===== src/rtl/rtc_pkg.sv =====
package rtc_pkg;

   typedef struct packed {
      logic [7:0] year;
      logic [7:0] month;
      logic [7:0] date;
      logic [7:0] day;
      logic [7:0] hour;
      logic [7:0] minute;
      logic [7:0] second;
   } rtc_time_t;

   typedef enum logic [2:0] {
      OFS_CTRL  = 3'd0,
      OFS_SEC   = 3'd1,
      OFS_MIN   = 3'd2,
      OFS_HOUR  = 3'd3,
      OFS_DAY   = 3'd4,
      OFS_DATE  = 3'd5,
      OFS_MONTH = 3'd6,
      OFS_YEAR  = 3'd7
   } rtc_ofs_e;

   localparam rtc_time_t RTC_INIT = '{year: 8'h00, month: 8'h01, date: 8'h01,
                                      day: 8'h01, hour: 8'h00, minute: 8'h00,
                                      second: 8'h00};

   // {wrap, next}: wraps to 'low' when v has reached or passed 'lim'
   function automatic logic [8:0] bcd_step(input logic [7:0] v,
                                           input logic [7:0] lim,
                                           input logic [7:0] low);
      if (v >= lim)          return {1'b1, low};
      if (v[3:0] >= 4'd9)    return {1'b0, v[7:4] + 4'd1, 4'd0};
      return {1'b0, v[7:4], v[3:0] + 4'd1};
   endfunction

   function automatic logic [7:0] last_date(input logic [7:0] month,
                                            input logic [7:0] year);
      logic [5:0] m4;
      // tens*10 + ones is congruent to tens*2 + ones modulo 4
      m4 = {1'b0, year[7:4], 1'b0} + {2'b00, year[3:0]};
      case (month)
         8'h02:                      return (m4[1:0] == 2'b00) ? 8'h29 : 8'h28;
         8'h04, 8'h06, 8'h09, 8'h11: return 8'h30;
         default:                    return 8'h31;
      endcase
   endfunction

endpackage


===== src/rtl/rtc_prescaler.sv =====
module rtc_prescaler #(
   parameter int TICK_DIV = 32768
) (
   input  logic clk,
   input  logic rst_n,
   input  logic tick_en,
   input  logic clear,
   output logic sec_pulse
);
   localparam int PW = (TICK_DIV > 1) ? $clog2(TICK_DIV) : 1;
   localparam logic [PW-1:0] LAST = PW'(TICK_DIV - 1);

   if (TICK_DIV < 1) begin : g_bad_div
      $error("rtc_prescaler: TICK_DIV must be at least 1");
   end

   if (TICK_DIV == 1) begin : g_direct
      assign sec_pulse = tick_en & ~clear;
   end else begin : g_count
      logic [PW-1:0] cnt_q;

      always_ff @(posedge clk) begin
         if (!rst_n || clear)  cnt_q <= '0;
         else if (tick_en)     cnt_q <= (cnt_q == LAST) ? '0 : cnt_q + 1'b1;
      end

      assign sec_pulse = tick_en && !clear && (cnt_q == LAST);

      p_clear_restarts_r8: assert property (@(posedge clk) disable iff (!rst_n)
         clear |=> !sec_pulse);
   end

   p_step_needs_tick_r2: assert property (@(posedge clk) disable iff (!rst_n)
      sec_pulse |-> tick_en);

endmodule


===== src/rtl/rtc_counter_chain.sv =====
module rtc_counter_chain
   import rtc_pkg::*;
(
   input  logic      clk,
   input  logic      rst_n,
   input  logic      sec_pulse,
   input  logic      load,
   input  rtc_time_t load_val,
   output rtc_time_t cnt
);
   rtc_time_t cnt_q, nxt;
   logic [8:0] s_sec, s_min, s_hour, s_day, s_date, s_mon, s_year;

   always_comb begin
      s_sec  = bcd_step(cnt_q.second, 8'h59, 8'h00);
      s_min  = bcd_step(cnt_q.minute, 8'h59, 8'h00);
      s_hour = bcd_step(cnt_q.hour,   8'h23, 8'h00);
      s_day  = bcd_step(cnt_q.day,    8'h07, 8'h01);
      s_date = bcd_step(cnt_q.date, last_date(cnt_q.month, cnt_q.year), 8'h01);
      s_mon  = bcd_step(cnt_q.month,  8'h12, 8'h01);
      s_year = bcd_step(cnt_q.year,   8'h99, 8'h00);

      nxt = cnt_q;
      nxt.second = s_sec[7:0];
      if (s_sec[8]) begin
         nxt.minute = s_min[7:0];
         if (s_min[8]) begin
            nxt.hour = s_hour[7:0];
            if (s_hour[8]) begin
               nxt.day  = s_day[7:0];
               nxt.date = s_date[7:0];
               if (s_date[8]) begin
                  nxt.month = s_mon[7:0];
                  if (s_mon[8]) nxt.year = s_year[7:0];
               end
            end
         end
      end
   end

   always_ff @(posedge clk) begin
      if (!rst_n)          cnt_q <= RTC_INIT;
      else if (load)       cnt_q <= load_val;
      else if (sec_pulse)  cnt_q <= nxt;
   end

   assign cnt = cnt_q;

   p_load_all_fields_r8: assert property (@(posedge clk) disable iff (!rst_n)
      load |=> cnt == $past(load_val));

   p_minute_carry_r9: assert property (@(posedge clk) disable iff (!rst_n)
      sec_pulse && !load && cnt.second == 8'h59 && cnt.minute == 8'h12
      |=> cnt.second == 8'h00 && cnt.minute == 8'h13);

   p_leap_feb_end_r10: assert property (@(posedge clk) disable iff (!rst_n)
      sec_pulse && !load && cnt.month == 8'h02 && cnt.date == 8'h29 &&
      cnt.hour == 8'h23 && cnt.minute == 8'h59 && cnt.second == 8'h59
      |=> cnt.month == 8'h03 && cnt.date == 8'h01);

   p_year_wrap_r11: assert property (@(posedge clk) disable iff (!rst_n)
      sec_pulse && !load && cnt.month == 8'h12 && cnt.date == 8'h31 &&
      cnt.hour == 8'h23 && cnt.minute == 8'h59 && cnt.second == 8'h59 &&
      cnt.year == 8'h99
      |=> cnt.year == 8'h00 && cnt.month == 8'h01);

endmodule


===== src/rtl/rtc_window.sv =====
module rtc_window
   import rtc_pkg::*;
#(
   parameter int HOLD_BIT = 6,
   parameter int SET_BIT  = 7,
   parameter bit RD_REG   = 1'b0
) (
   input  logic       clk,
   input  logic       rst_n,
   input  logic       host_we,
   input  logic [2:0] host_addr,
   input  logic [7:0] host_wdata,
   input  logic       sec_pulse,
   input  rtc_time_t  cnt,
   output logic [7:0] host_rdata,
   output logic       load,
   output rtc_time_t  vis
);
   if (HOLD_BIT == SET_BIT || HOLD_BIT > 7 || SET_BIT > 7 ||
       HOLD_BIT < 0 || SET_BIT < 0) begin : g_bad_bits
      $error("rtc_window: freeze bit positions must be distinct and within a byte");
   end

   rtc_time_t  vis_q;
   logic       hold_q, set_q, pend_q;
   logic       ctrl_wr, fld_wr, copy_now;
   logic [7:0] ctrl_byte, rd_mux;

   assign ctrl_wr  = host_we && (host_addr == OFS_CTRL);
   assign fld_wr   = host_we && (host_addr != OFS_CTRL) && set_q;
   assign load     = ctrl_wr && set_q && !host_wdata[SET_BIT];
   assign copy_now = pend_q && !hold_q && !set_q;

   always_ff @(posedge clk) begin
      if (!rst_n) begin
         hold_q <= 1'b0;
         set_q  <= 1'b0;
         pend_q <= 1'b0;
      end else begin
         pend_q <= sec_pulse && !load;
         if (ctrl_wr) begin
            hold_q <= host_wdata[HOLD_BIT];
            set_q  <= host_wdata[SET_BIT];
         end
      end
   end

   always_ff @(posedge clk) begin
      if (!rst_n)          vis_q <= RTC_INIT;
      else if (copy_now)   vis_q <= cnt;
      else if (fld_wr) begin
         case (host_addr)
            OFS_SEC:   vis_q.second <= host_wdata;
            OFS_MIN:   vis_q.minute <= host_wdata;
            OFS_HOUR:  vis_q.hour   <= host_wdata;
            OFS_DAY:   vis_q.day    <= host_wdata;
            OFS_DATE:  vis_q.date   <= host_wdata;
            OFS_MONTH: vis_q.month  <= host_wdata;
            OFS_YEAR:  vis_q.year   <= host_wdata;
            default:   ;
         endcase
      end
   end

   always_comb begin
      ctrl_byte = '0;
      ctrl_byte[HOLD_BIT] = hold_q;
      ctrl_byte[SET_BIT]  = set_q;
      case (host_addr)
         OFS_CTRL:  rd_mux = ctrl_byte;
         OFS_SEC:   rd_mux = vis_q.second;
         OFS_MIN:   rd_mux = vis_q.minute;
         OFS_HOUR:  rd_mux = vis_q.hour;
         OFS_DAY:   rd_mux = vis_q.day;
         OFS_DATE:  rd_mux = vis_q.date;
         OFS_MONTH: rd_mux = vis_q.month;
         default:   rd_mux = vis_q.year;
      endcase
   end

   if (RD_REG) begin : g_rd_flop
      logic [7:0] rd_q;
      always_ff @(posedge clk) begin
         if (!rst_n) rd_q <= '0;
         else        rd_q <= rd_mux;
      end
      assign host_rdata = rd_q;
   end else begin : g_rd_comb
      assign host_rdata = rd_mux;
   end

   assign vis = vis_q;

   p_copy_whole_bank_r3: assert property (@(posedge clk) disable iff (!rst_n)
      pend_q && !hold_q && !set_q |=> vis == $past(cnt));

   p_hold_keeps_bank_r4: assert property (@(posedge clk) disable iff (!rst_n)
      hold_q && !set_q |=> $stable(vis));

   p_freeze_not_cutting_r5: assert property (@(posedge clk) disable iff (!rst_n)
      pend_q && !hold_q && !set_q && ctrl_wr && host_wdata[HOLD_BIT]
      |=> hold_q && vis == $past(cnt));

   p_unarmed_write_ignored_r7: assert property (@(posedge clk) disable iff (!rst_n)
      !set_q && !pend_q |=> $stable(vis));

endmodule


===== src/rtl/rtc_bcd_core.sv =====
module rtc_bcd_core
   import rtc_pkg::*;
#(
   parameter int TICK_DIV = 32768,
   parameter int HOLD_BIT = 6,
   parameter int SET_BIT  = 7,
   parameter bit RD_REG   = 1'b0
) (
   input  logic       clk,
   input  logic       rst_n,
   input  logic       tick_en,
   input  logic       host_we,
   input  logic [2:0] host_addr,
   input  logic [7:0] host_wdata,
   output logic [7:0] host_rdata
);
   logic      sec_pulse, load;
   rtc_time_t cnt, vis;

   rtc_prescaler #(.TICK_DIV(TICK_DIV)) u_pre (
      .clk       (clk),
      .rst_n     (rst_n),
      .tick_en   (tick_en),
      .clear     (load),
      .sec_pulse (sec_pulse)
   );

   rtc_counter_chain u_cnt (
      .clk       (clk),
      .rst_n     (rst_n),
      .sec_pulse (sec_pulse),
      .load      (load),
      .load_val  (vis),
      .cnt       (cnt)
   );

   rtc_window #(.HOLD_BIT(HOLD_BIT), .SET_BIT(SET_BIT), .RD_REG(RD_REG)) u_win (
      .clk        (clk),
      .rst_n      (rst_n),
      .host_we    (host_we),
      .host_addr  (host_addr),
      .host_wdata (host_wdata),
      .sec_pulse  (sec_pulse),
      .cnt        (cnt),
      .host_rdata (host_rdata),
      .load       (load),
      .vis        (vis)
   );

endmodule


===== config.mk =====
export PLATFORM = sky130hd
export DESIGN_NAME = rtc_bcd_core
export DESIGN_NICKNAME = d
export VERILOG_FILES = /design/src/rtl/rtc_pkg.sv /design/src/rtl/rtc_prescaler.sv /design/src/rtl/rtc_counter_chain.sv /design/src/rtl/rtc_window.sv /design/src/rtl/rtc_bcd_core.sv
export SDC_FILE = /design/constraint.sdc
export NUM_CORES = 1
export LEC_CHECK = 0
export BUFFER_PORTS_ARGS = -buffer_cell sky130_fd_sc_hd__buf_2
export CAP_MARGIN = 20
export CORE_MARGIN = 1.5
export CORE_UTILIZATION = 50
export CTS_BUF_LIST = sky130_fd_sc_hd__clkbuf_4 sky130_fd_sc_hd__clkbuf_8
export CTS_CLUSTER_SIZE = 20
export DETAILED_ROUTE_END_ITERATION = 12
export HOLD_SLACK_MARGIN = 0.1
export PLACE_DENSITY = 0.66
export SYNTH_ARGS = -nofsm -noshare
export SYNTH_HDL_FRONTEND = slang
export SYNTH_HIERARCHICAL = 1
export SYNTH_SLANG_ARGS = --single-unit

===== constraint.sdc =====
create_clock -name clk -period 4.62 [get_ports clk]
set_input_delay 0.231 -clock clk [delete_from_list [all_inputs] [get_ports clk]]
set_output_delay 0.231 -clock clk [all_outputs]
set_load 0.1 [all_outputs]

# Word level (Yosys, flattened, before mapping)
# Cells that the tools add are included.
# Widths: inputs -> output; s select.
# totals
mem_bits_ro	0
wordCells	197
regBits	130
latchBits	0
mem_count	0
output_inout_bits	8
mem_bits_rw	0
inputBits	15
# classes
reduce_logical	60
n_addsub	16
n_bitwise	0
n_shift	0
magnitude_cmp	14
muxes	69
n_eq_ne	13
div	0
mul	0
# op_table
op	count
$mux 56	4
$mux 9	20
$mux 8	16
$add 4x1->4 const B	14
$pmux 8 s7	1
$mux 48	1
$mux 40	1
$mux 32	1
$ge 4x4->1 const B	7
$reduce_bool 2->1	14
$reduce_bool 3->1	8
$mux 1	22
$reduce_and 2->1	9
$eq 8x3->1 const B	2
$ge 8x7->1 const B	2
$mux 16	1
$pmux 8 s2	1
$add 15x1->15 const B	1
$eq 15x15->1 const B	1
$mux 15	1
$reduce_and 5->1	3
$eq 3x3->1 const B	4
$reduce_and 6->1	2
$logic_and 1x1->1	10
other kinds (19)	26

# Depth between registers and ports, before layout
# Gate-level depths: netlist of run 1.
# logic_depth
word_depth	15
ltp_mapped	14
mapped_depth_nobuf	13

# By module
# Netlist of run 1, hierarchy kept.
# by_module_without_submodules
module	seq_area_each_um2	area_each_um2	cells_per_inst	instances
rtc_counter_chain	1121.1	3811.2	469	1
rtc_window	1181.1	3260.6	417	1
rtc_prescaler	300.3	740.7	82	1

# Worst setup path before layout of run 1
# Ideal clock, no wire load.
# synth_path
path_kind	input-to-output
from	input host_addr[2]
to	output host_rdata[1]
arrival_time_ps	3147
path_stages	6
slack_ps	1242
path_buffers	3
path_cell_list	buf_4 buf_2 buf_2 nand3_1 nor2_1 a211oi_1
# synth_between
elab_chain_len	2
elab_cells_between_ends	8
cone_classes	eq/ne (6); mux (1); reduce/logical (1)
# synth_lines
element	line	source
start: declaration	rtc_bcd_core.sv:13	input logic [2:0] host_addr,
$eq 3x3->1, or another cell as far along	rtc_window.sv:69	case (host_addr)
$pmux 8 s7 *	rtc_window.sv:69	
end: declaration	rtc_bcd_core.sv:15	output logic [7:0] host_rdata
# Mark *: on every way between the ends. The rest lies on a longest branch, timed or not.

# Final worst setup path of run 1
# layout_path
from	register u_pre.g_count.cnt_q[0]
to	register u_cnt.cnt_q, in the netlist u_cnt/cnt[29]
# layout_between
elab_chain_len	4
# layout_lines
element	line	source
start: declaration	rtc_prescaler.sv:20	logic [PW-1:0] cnt_q;
start signal: assignment	rtc_prescaler.sv:24	else if (tick_en) cnt_q <= (cnt_q == LAST) ? '0 : cnt_q + 1'b1;
$eq 15x15->1	rtc_prescaler.sv:27	assign sec_pulse = tick_en && !clear && (cnt_q == LAST);
$logic_and 1x1->1	rtc_prescaler.sv:27	
named net sec_pulse	rtc_bcd_core.sv:17	logic sec_pulse, load;
$reduce_bool 2->1 (no source line)	-	
$reduce_and 5->1 (no source line)	-	
end signal: assignment	rtc_counter_chain.sv:43	else if (load) cnt_q <= load_val;
end signal: assignment	rtc_counter_chain.sv:44	else if (sec_pulse) cnt_q <= nxt;
end: declaration	rtc_counter_chain.sv:11	rtc_time_t cnt_q, nxt;
# The timed path passes the listed nets, and every way through them passes these cells.
# A chain may end at the register's enable or synchronous reset.

==> summary.txt, run 1 <==
Outcome
  – Status: finished clean

Critical path
  – Req. time, crit path: 4990 ps
  – Kind of critical path: reg2reg
  – CP Launch Type: flip-flop
  – Crit path capture: u_cnt/cnt[29]
  – Worst setup startpoint: u_pre/g_count.cnt_q[0]
  – Worst r2r src: u_pre/g_count.cnt_q[0]
  – Flop2flop setup slack: 1280 ps
  – Worst-path fanout max: 14
  – Crit path DAT: 3710 ps
  – Crit. End Element: flip-flop
  – Crit Reg-Reg Endpoint: u_cnt/cnt[29]
  – R2R cell count: 10

Synthesis
  – Synth Instances: 968
  – YS warnings: 6
  – Synth Net Count: 1025
  – Synth Area in XOR/XNOR: 0.0224
  – Adder-Cell Fraction of Synth Area: 0.0673
  – Simple-gate share of the synthesized area: 0.197
  – Share of synthesized area spent on multiplexers: 0.0288
  – Synth Area in Compound Gates: 0.282
  – Largest family of logic cells by synthesized area: compound AO/OA/AOI/OAI gates
  – Yosys reg bits: 130
  – Mapped cell area: 7810 um^2
  – Top_reg_cell synth: dfxtp_1
  – Register area share after synthesis: 0.333
  – Cell variety after synth: 71
  – Ys async rst share: 0
  – Post-synth EDFFs: 0
  – Syn_area_per_cell: 8.07 um^2

Cells and area
  – Ratio of cells with drive above 1 in the final layout: 0.104
  – FILL cells: 1496
  – Synthesis-to-layout area growth: 7.03%
  – Layout Nets: 1003
  – Multi-input gate area in the final layout: 4670 um^2
  – Final Util: 0.548
  – Register Area: 2600 um^2
  – Fin cells: 1171

Placed design
  – Placed Cells: 1135
  – Hpwl dp: 15.3 mm
  – Port buffer count: 22
  – GP Congestion: 0.866

Power and ir drop
  – Switching pwr: 588 uW
  – Sequential share of power: 0.477
  – Gate power share: 0.061
  – Clock power share: 0.462
  – Pleak: 2.83 nW
  – Power per Cell Area: 282 nW/um^2
  – Internal power: 1.77 mW
  – Switching Share: 0.249
  – Worst vdd ir: 0.226 mV

Clocking
  – H-tree Lvls: 4
  – CTS clk-pin slew, worst paths: 80 ps
  – Post-CTS setup buffers: 0
  – CTS tree: yes
  – Sink Count: 130
  – Num CTS Buffers: 17
  – Root Buffer: clkbuf_8
  – Clk_lat worst skew: 460 ps
  – Longest Clk Path Bufs: 2

Drt
  – Drt wl/cell: 19.4 um
  – DR DRC count: 0
  – Router iterations before antenna repair: 9
  – Vias/cell: 6.42
  – WL final: 22.7 mm
  – ANT nets after route: 0
  – Initial drt markers: 864
  – DR vias: 7512

Timing
  – Worst Tran Pin Value: 1100 ps
  – Setup TNS: 0 ps
  – Unrepaired setup endpoints after global routing: no
  – Clk_skew: 13.6 ps
  – Achievable Freq: 0.299 GHz
  – Fin crit share: 0.723
  – Max-slew violation count: 0
  – Fin crit period: 3340 ps
  – Relative slew slack: 0.266
  – Final setup viols: 0
  – Fin. Hold Viols: 0

Die
  – Site row count: 45
  – Core area: 15300 um^2
  – Initial Utilization: 0.512
  – Horiz. Die Dim: 128 um
  – Ports: 23
  – Height of the chip: 128 um
  – Die area: 16400 um^2

Global routing
  – Initial antenna violation count: 3
  – First-pass GRT wire length: 36.4 mm
  – Total global routing overflow: 0
  – GRT Overall Usage: 0.283
  – Number of global-route vias before repair: 6568
  – Pin count of the biggest net entering global routing: 111

Min path
  – Hold Crit Class: in2reg

Job
  – Max_cap viols: 0
## worst min path at each step
stage | startpoint | endpoint | depth (start not counted)
floorplan | tick_en | u_pre/g_count.cnt_q[0] | 2
global placement | u_pre/g_count.cnt_q[14] | u_pre/g_count.cnt_q[14] | 2
detailed placement | u_pre/g_count.cnt_q[14] | u_pre/g_count.cnt_q[14] | 2
CTS | host_wdata[0] | u_win/vis[16] | 3
global route | host_wdata[0] | u_win/vis[8] | 3
finish | host_wdata[0] | u_win/vis[16] | 3
## state kept, by name, indices dropped and copies added (netlist names)
name and count:
u_pre/g_count.cnt_q 15, u_win/vis 56, u_win/pend_q 1, u_win/set_q 1, u_cnt/cnt 56, u_win/hold_q 1
## power by group through the flow
stage,Clock (mW),Combinational (mW),Sequential [mW]
CTS,1.11,0.141,1.13
finish,1.09,0.143,1.13
detailed placement,0,0.140,1.15
global route,1.15,0.151,1.13
global placement,0,0.140,1.15
floorplan,0,0.104,1.15
## metrics by stage
| stage | hold WS (ps) | total power [mW] | cell area (um^2) | worst slack, ps |
|---|---|---|---|---|
| 2_1_floorplan | 379 | 1.25 | 7810 | 1240 |
| 3_3_place_gp | 468 | 1.29 | 7870 | 1280 |
| 5_1_grt | 123 | 2.43 | 8360 | 1090 |
| 6_report | 132 | 2.36 | 8360 | 1280 |
| 4_1_cts | 103 | 2.37 | 8320 | 1330 |
| 3_5_place_dp | 473 | 1.29 | 7870 | 1140 |
## layer usage
metal  wire length, um  GRT usage
met1             10700      0.412
met2              9800      0.412
met3              1610     0.0605
met4               492     0.0985
met5                20          0
## cells in the final DEF (no fill, tap or decap), types with 8 or more instances in the layout
master    synthesis  final
xnor2_1          13     13
nor2b_1          11     11
dfxtp_1         130    130
a32oi_1           8      8
a31oi_1          62     62
ha_1             42     42
nor3b_1           9      9
nor2_1           54     54
nor3_1           12     12
a22oi_1          11     11
buf_4             3      8
nand3_1          80     80
a221oi_1         13     13
clkbuf_8          0     19
nand4_1          13     13
mux2_2            8      8
nand2b_1         10     10
a311oi_1         10     10
mux2i_1           9      9
a211oi_1         19     19
nand2_1          54     54
o21ai_0         139    139
buf_2            25     22
a21oi_1          40     40
inv_1            42     42
## cell type report
type	instances	share of cell area
Inverter	42	0.0189
Sequential cell	130	0.311
Clock buffer	19	0.0313
Tap cell	211	0.0316
Antenna cell	1	0.000299
Multi-Input combinational cell	722	0.559
Timing Repair Buffer	33	0.0257
Clock inverter	13	0.0220
## cell families (layout without fill, tap and decap cells)
logic type | count (synthesis) | in the layout
other | 0 | 1
adder cells (fa/ha/maj) | 42 | 42
buffers and inverters | 116 | 107
XOR/XNOR | 20 | 20
AO/OA/AOI/OAI | 350 | 350
AND/OR/NAND/NOR | 291 | 291
flip-flops | 130 | 130
multiplexers | 19 | 19
## what timing repair did
item,4_1_cts,5_1_grt
resized for setup,0,0
endpoints found under the hold margin,1,0
hold buffers,1,0
## worst max-delay path: stages (launching register included)
cell and delay, ps:
dfxtp_1 390, ha_1 260, nand4_4 180, or4_4 600, nor2_1 340, nor2_1 110, a21oi_1 170, and4_1 540
buf_4 320, a21oi_1 90, a311oi_1 240
## synthesized netlist by cell type, types with 11 or more instances
library cell	number	share of area
nor3_1	12	0.0077
nand2_1	54	0.026
ha_1	42	0.067
nand4_1	13	0.010
a22oi_1	11	0.011
dfxtp_1	130	0.33
a211oi_1	19	0.018
nor2_1	54	0.026
buf_2	25	0.016
nand3_1	80	0.051
a21oi_1	40	0.026
inv_1	42	0.020
o21ai_0	139	0.089
a31oi_1	62	0.050
xnor2_1	13	0.015
clkbuf_1	37	0.018
a221oi_1	13	0.015
nor2b_1	11	0.0088
No activity file was read; power rests on OpenSTA's default activity.
==> inputs of run 2 (changes only) <==
Settings changed: ABC_AREA set to 1, PLACE_DENSITY 0.66 to 0.69.
Clock period 4.62 ns to 3 ns, I/O delays scaled along.
==> summary.txt, run 2 <==
Timing
  – Worst Tran Pin Value: 1100 ps (about the same)
  – Fin crit share: 0.917 (was 0.723)
  – Relative slew slack: 0.264 (was 0.266)
  – Fin crit period: 2750 ps (was 3340 ps)
  – Fin. Hold Viols: 0 (unchanged)
  – Achievable Freq: 0.363 GHz (was 0.299 GHz)
  – Final setup viols: 0 (unchanged)
  – Min Hold Slack: 215 ps (was 132 ps)
  – Clk_skew: 9.75 ps (was 13.6 ps)
  – Max-slew violation count: 0 (unchanged)

Critical path
  – Slowest-stage cell, CP: nor3_4 (was or4_4)
  – Buffers & Inverters on Critical Path: 3 (was 1)
  – Worst-path fanout max: 10 (was 14)
  – CP Launch Type: flip-flop (unchanged)
  – Req. time, crit path: 3340 ps (was 4990 ps)
  – Crit. End Element: flip-flop (unchanged)
  – Crit path largest cell delay: 450 ps (was 600 ps)
  – Crit path DAT: 3090 ps (was 3710 ps)
  – Critical path cell sequence: nand2_1, nor3_4, inv_2, nand3_1, inv_1, nand2_1, nand2_1, nor2_8, buf_4, nand2_4, o21ai_0, a21oi_1 (was ha_1, nand4_4, or4_4, nor2_1, nor2_1, a21oi_1, and4_1, buf_4, a21oi_1, a311oi_1)
  – Cell family with most CP delay: simple AND/OR/NAND/NOR gates (unchanged)
  – Kind of critical path: reg2reg (unchanged)
  – CP dominant cell by count: nand2_1

Synthesis
  – Synth Area in Compound Gates: 0.114 (was 0.282)
  – Register area share after synthesis: 0.322 (was 0.333)
  – Simple-gate share of the synthesized area: 0.396 (was 0.197)
  – Synth Area in XOR/XNOR: 0.0238 (was 0.0224)
  – Synth Net Count: 1283 (was 1025)
  – Largest family of logic cells by synthesized area: simple AND/OR/NAND/NOR gates (was compound AO/OA/AOI/OAI gates)
  – Syn_area_per_cell: 6.59 um^2 (was 8.07 um^2)
  – Ys async rst share: 0 (unchanged)
  – Post-synth EDFFs: 0 (unchanged)
  – Cell variety after synth: 46 (was 71)
  – Post-synth top cells: 345 x nand2_1, 153 x nor2_1, 143 x nand3_1 (was 139 x o21ai_0, 130 x dfxtp_1, 80 x nand3_1)
  – Yosys reg bits: 130 (unchanged)
  – YS warnings: 6 (unchanged)
  – Mapped cell area: 8080 um^2 (was 7810 um^2)
  – Top_reg_cell synth: dfxtp_1 (unchanged)
  – Count leader, synth: nand2_1 (was o21ai_0)
  – Yosys top cell area share: 0.322 (was 0.333)
  – Synth Instances: 1226 (was 968)
  – Leading area contributor after synthesis: dfxtp_1 (unchanged)
  – Adder-Cell Fraction of Synth Area: 0.0650 (was 0.0673)
  – Area contributors post-synth: dfxtp_1 32%, nand2_1 16%, nand3_1 8.9%, nor2_1 7.1%, ha_1 6.5% (was dfxtp_1 33%, o21ai_0 8.9%, ha_1 6.7%, nand3_1 5.1%, a31oi_1 5.0%)
  – Share of synthesized area spent on multiplexers: 0 (was 0.0288)

Die
  – Ports: 23 (unchanged)
  – Initial Utilization: 0.511 (was 0.512)
  – Die area: 16900 um^2 (was 16400 um^2)
  – Height of the chip: 130 um (was 128 um)
  – Site row count: 46 (was 45)
  – Core area: 15800 um^2 (was 15300 um^2)
  – Horiz. Die Dim: 130 um (was 128 um)

Placed design
  – Placed inst area: 8330 um^2 (was 7870 um^2)
  – GP Congestion: 0.960 (was 0.866)
  – Port buffer count: 22 (unchanged)
  – Hpwl dp: 16.1 mm (was 15.3 mm)

Job
  – Max_cap viols: 0 (unchanged)

Power and ir drop
  – Power per Cell Area: 369 nW/um^2 (was 282 nW/um^2)
  – Pleak: 4.01 nW (was 2.83 nW)
  – Worst vdd ir: 0.241 mV (was 0.226 mV)

Cells and area
  – Ratio of cells with drive above 1 in the final layout: 0.0932 (was 0.104)
  – Layout Nets: 1303 (was 1003)
  – Post-route cell area: 8770 um^2 (was 8360 um^2)
  – Synthesis-to-layout area growth: 8.50% (was 7.03%)
  – Most common cell after layout, fill and taps aside: nand2_1 (was o21ai_0)
  – Antenna diode count: 0 (was 1)
  – Commonest non-fill, non-tap cells in the layout: 344 x nand2_1, 153 x nor2_1, 142 x nand3_1, 130 x dfxtp_1, 102 x inv_1 (was 139 x o21ai_0, 130 x dfxtp_1, 80 x nand3_1, 62 x a31oi_1)

Global routing
  – Initial antenna violation count: 0 (was 3)
  – GRT Overall Usage: 0.281 (was 0.283)
  – Pin count of the biggest net entering global routing: 58 (was 111)
  – Total global routing overflow: 0 (unchanged)
  – Number of global-route vias before repair: 7028 (was 6568)
  – First-pass GRT wire length: 36.8 mm (was 36.4 mm)

Clocking
  – Num CTS Buffers: 17 (unchanged)
  – Root Buffer: clkbuf_8 (unchanged)
  – Sink Count: 130 (unchanged)
  – Clk_lat worst skew: 460 ps (about the same)
  – CTS clk-pin slew, worst paths: 70 ps (was 80 ps)
  – H-tree Lvls: 4 (unchanged)
  – Longest Clk Path Bufs: 2 (unchanged)
  – CTS tree: yes (unchanged)

Drt
  – DR vias: 8038 (was 7512)
  – Initial drt markers: 773 (was 864)
  – DR DRC count: 0 (unchanged)
  – Router iterations before antenna repair: 6 (was 9)
  – Vias/cell: 5.46 (was 6.42)
  – ANT nets after route: 0 (unchanged)
  – Drt wl/cell: 15.8 um (was 19.4 um)
  – WL final: 23.3 mm (was 22.7 mm)

Outcome
  – Status: finished clean (unchanged)

Min path
  – Hold Crit Class: in2reg (unchanged)
## run 2: final timing paths
check,startpoint,to,slack [ps],depth (start not counted)
setup reg to reg,u_win/set_q,u_cnt/cnt[28],250,12
hold / removal,host_addr[2],u_win/set_q,210,4
hold reg to reg,u_cnt/cnt[31],u_cnt/cnt[31],480,2
setup / recovery,u_win/set_q,u_cnt/cnt[28],250,12
## run 2: what timing repair did
| item | in CTS | in global routing |
|---|---|---|
| endpoints found under the hold margin | 9 | 0 |
| endpoints found under the setup margin | 0 | 17 |
| gates resized for setup | 0 | 2 |
| hold buffers | 7 | 0 |
| setup buffers | 0 | 3 |
## run 2: stage by stage
stage          setup WS (ps)   util  TNS [ps]  instances  power, mW
3_5_place_dp             139  0.526         0       1432       1.96
6_report                 249  0.554         0       1471       3.23
4_1_cts                  121  0.551         0       1467       3.26
5_1_grt               -0.868  0.554    -0.868       1471       3.35
3_3_place_gp             275  0.526         0       1432       1.96
2_1_floorplan            538      -         0       1226       1.90
## run 2: where the power goes
part	switching, mW	internal, mW	total, mW	leakage (nW)
logic	0.148	0.0467	0.194	2.79
clock network	0.670	0.629	1.30	0.169
registers	0.00593	1.73	1.74	1.05
## run 2: kinds of logic after synthesis
| family | Yosys count |
|---|---|
| AND/OR/NAND/NOR | 711 |
| adder cells (fa/ha/maj) | 42 |
| buffers and inverters | 153 |
| flip-flops | 130 |
| AO/OA/AOI/OAI | 168 |
| XOR/XNOR | 22 |
## run 2: cell type report
cell class              instances  area, um^2
clock buffers                  22         290
flip-flops and latches        130        2600
inverters                     111         419
clock inverters                 6        35.0
repair buffers                 42         278
multi-input cells             944        4870
fillers                      1618        7060
well taps                     216         270
## run 2: tightest hold or removal path: stages
cell and delay [ps]:
buf_2 110, inv_2 100, nand3_1 170, a21oi_1 80
## run 2: routing by layer
layer	routed length (um)	GRT usage	vias up
met2	10300	0.429	319
li1	-	-	3998
met3	1680	0.0521	31
met4	449	0.0895	0
met1	10800	0.401	3690
met5	0	0	-
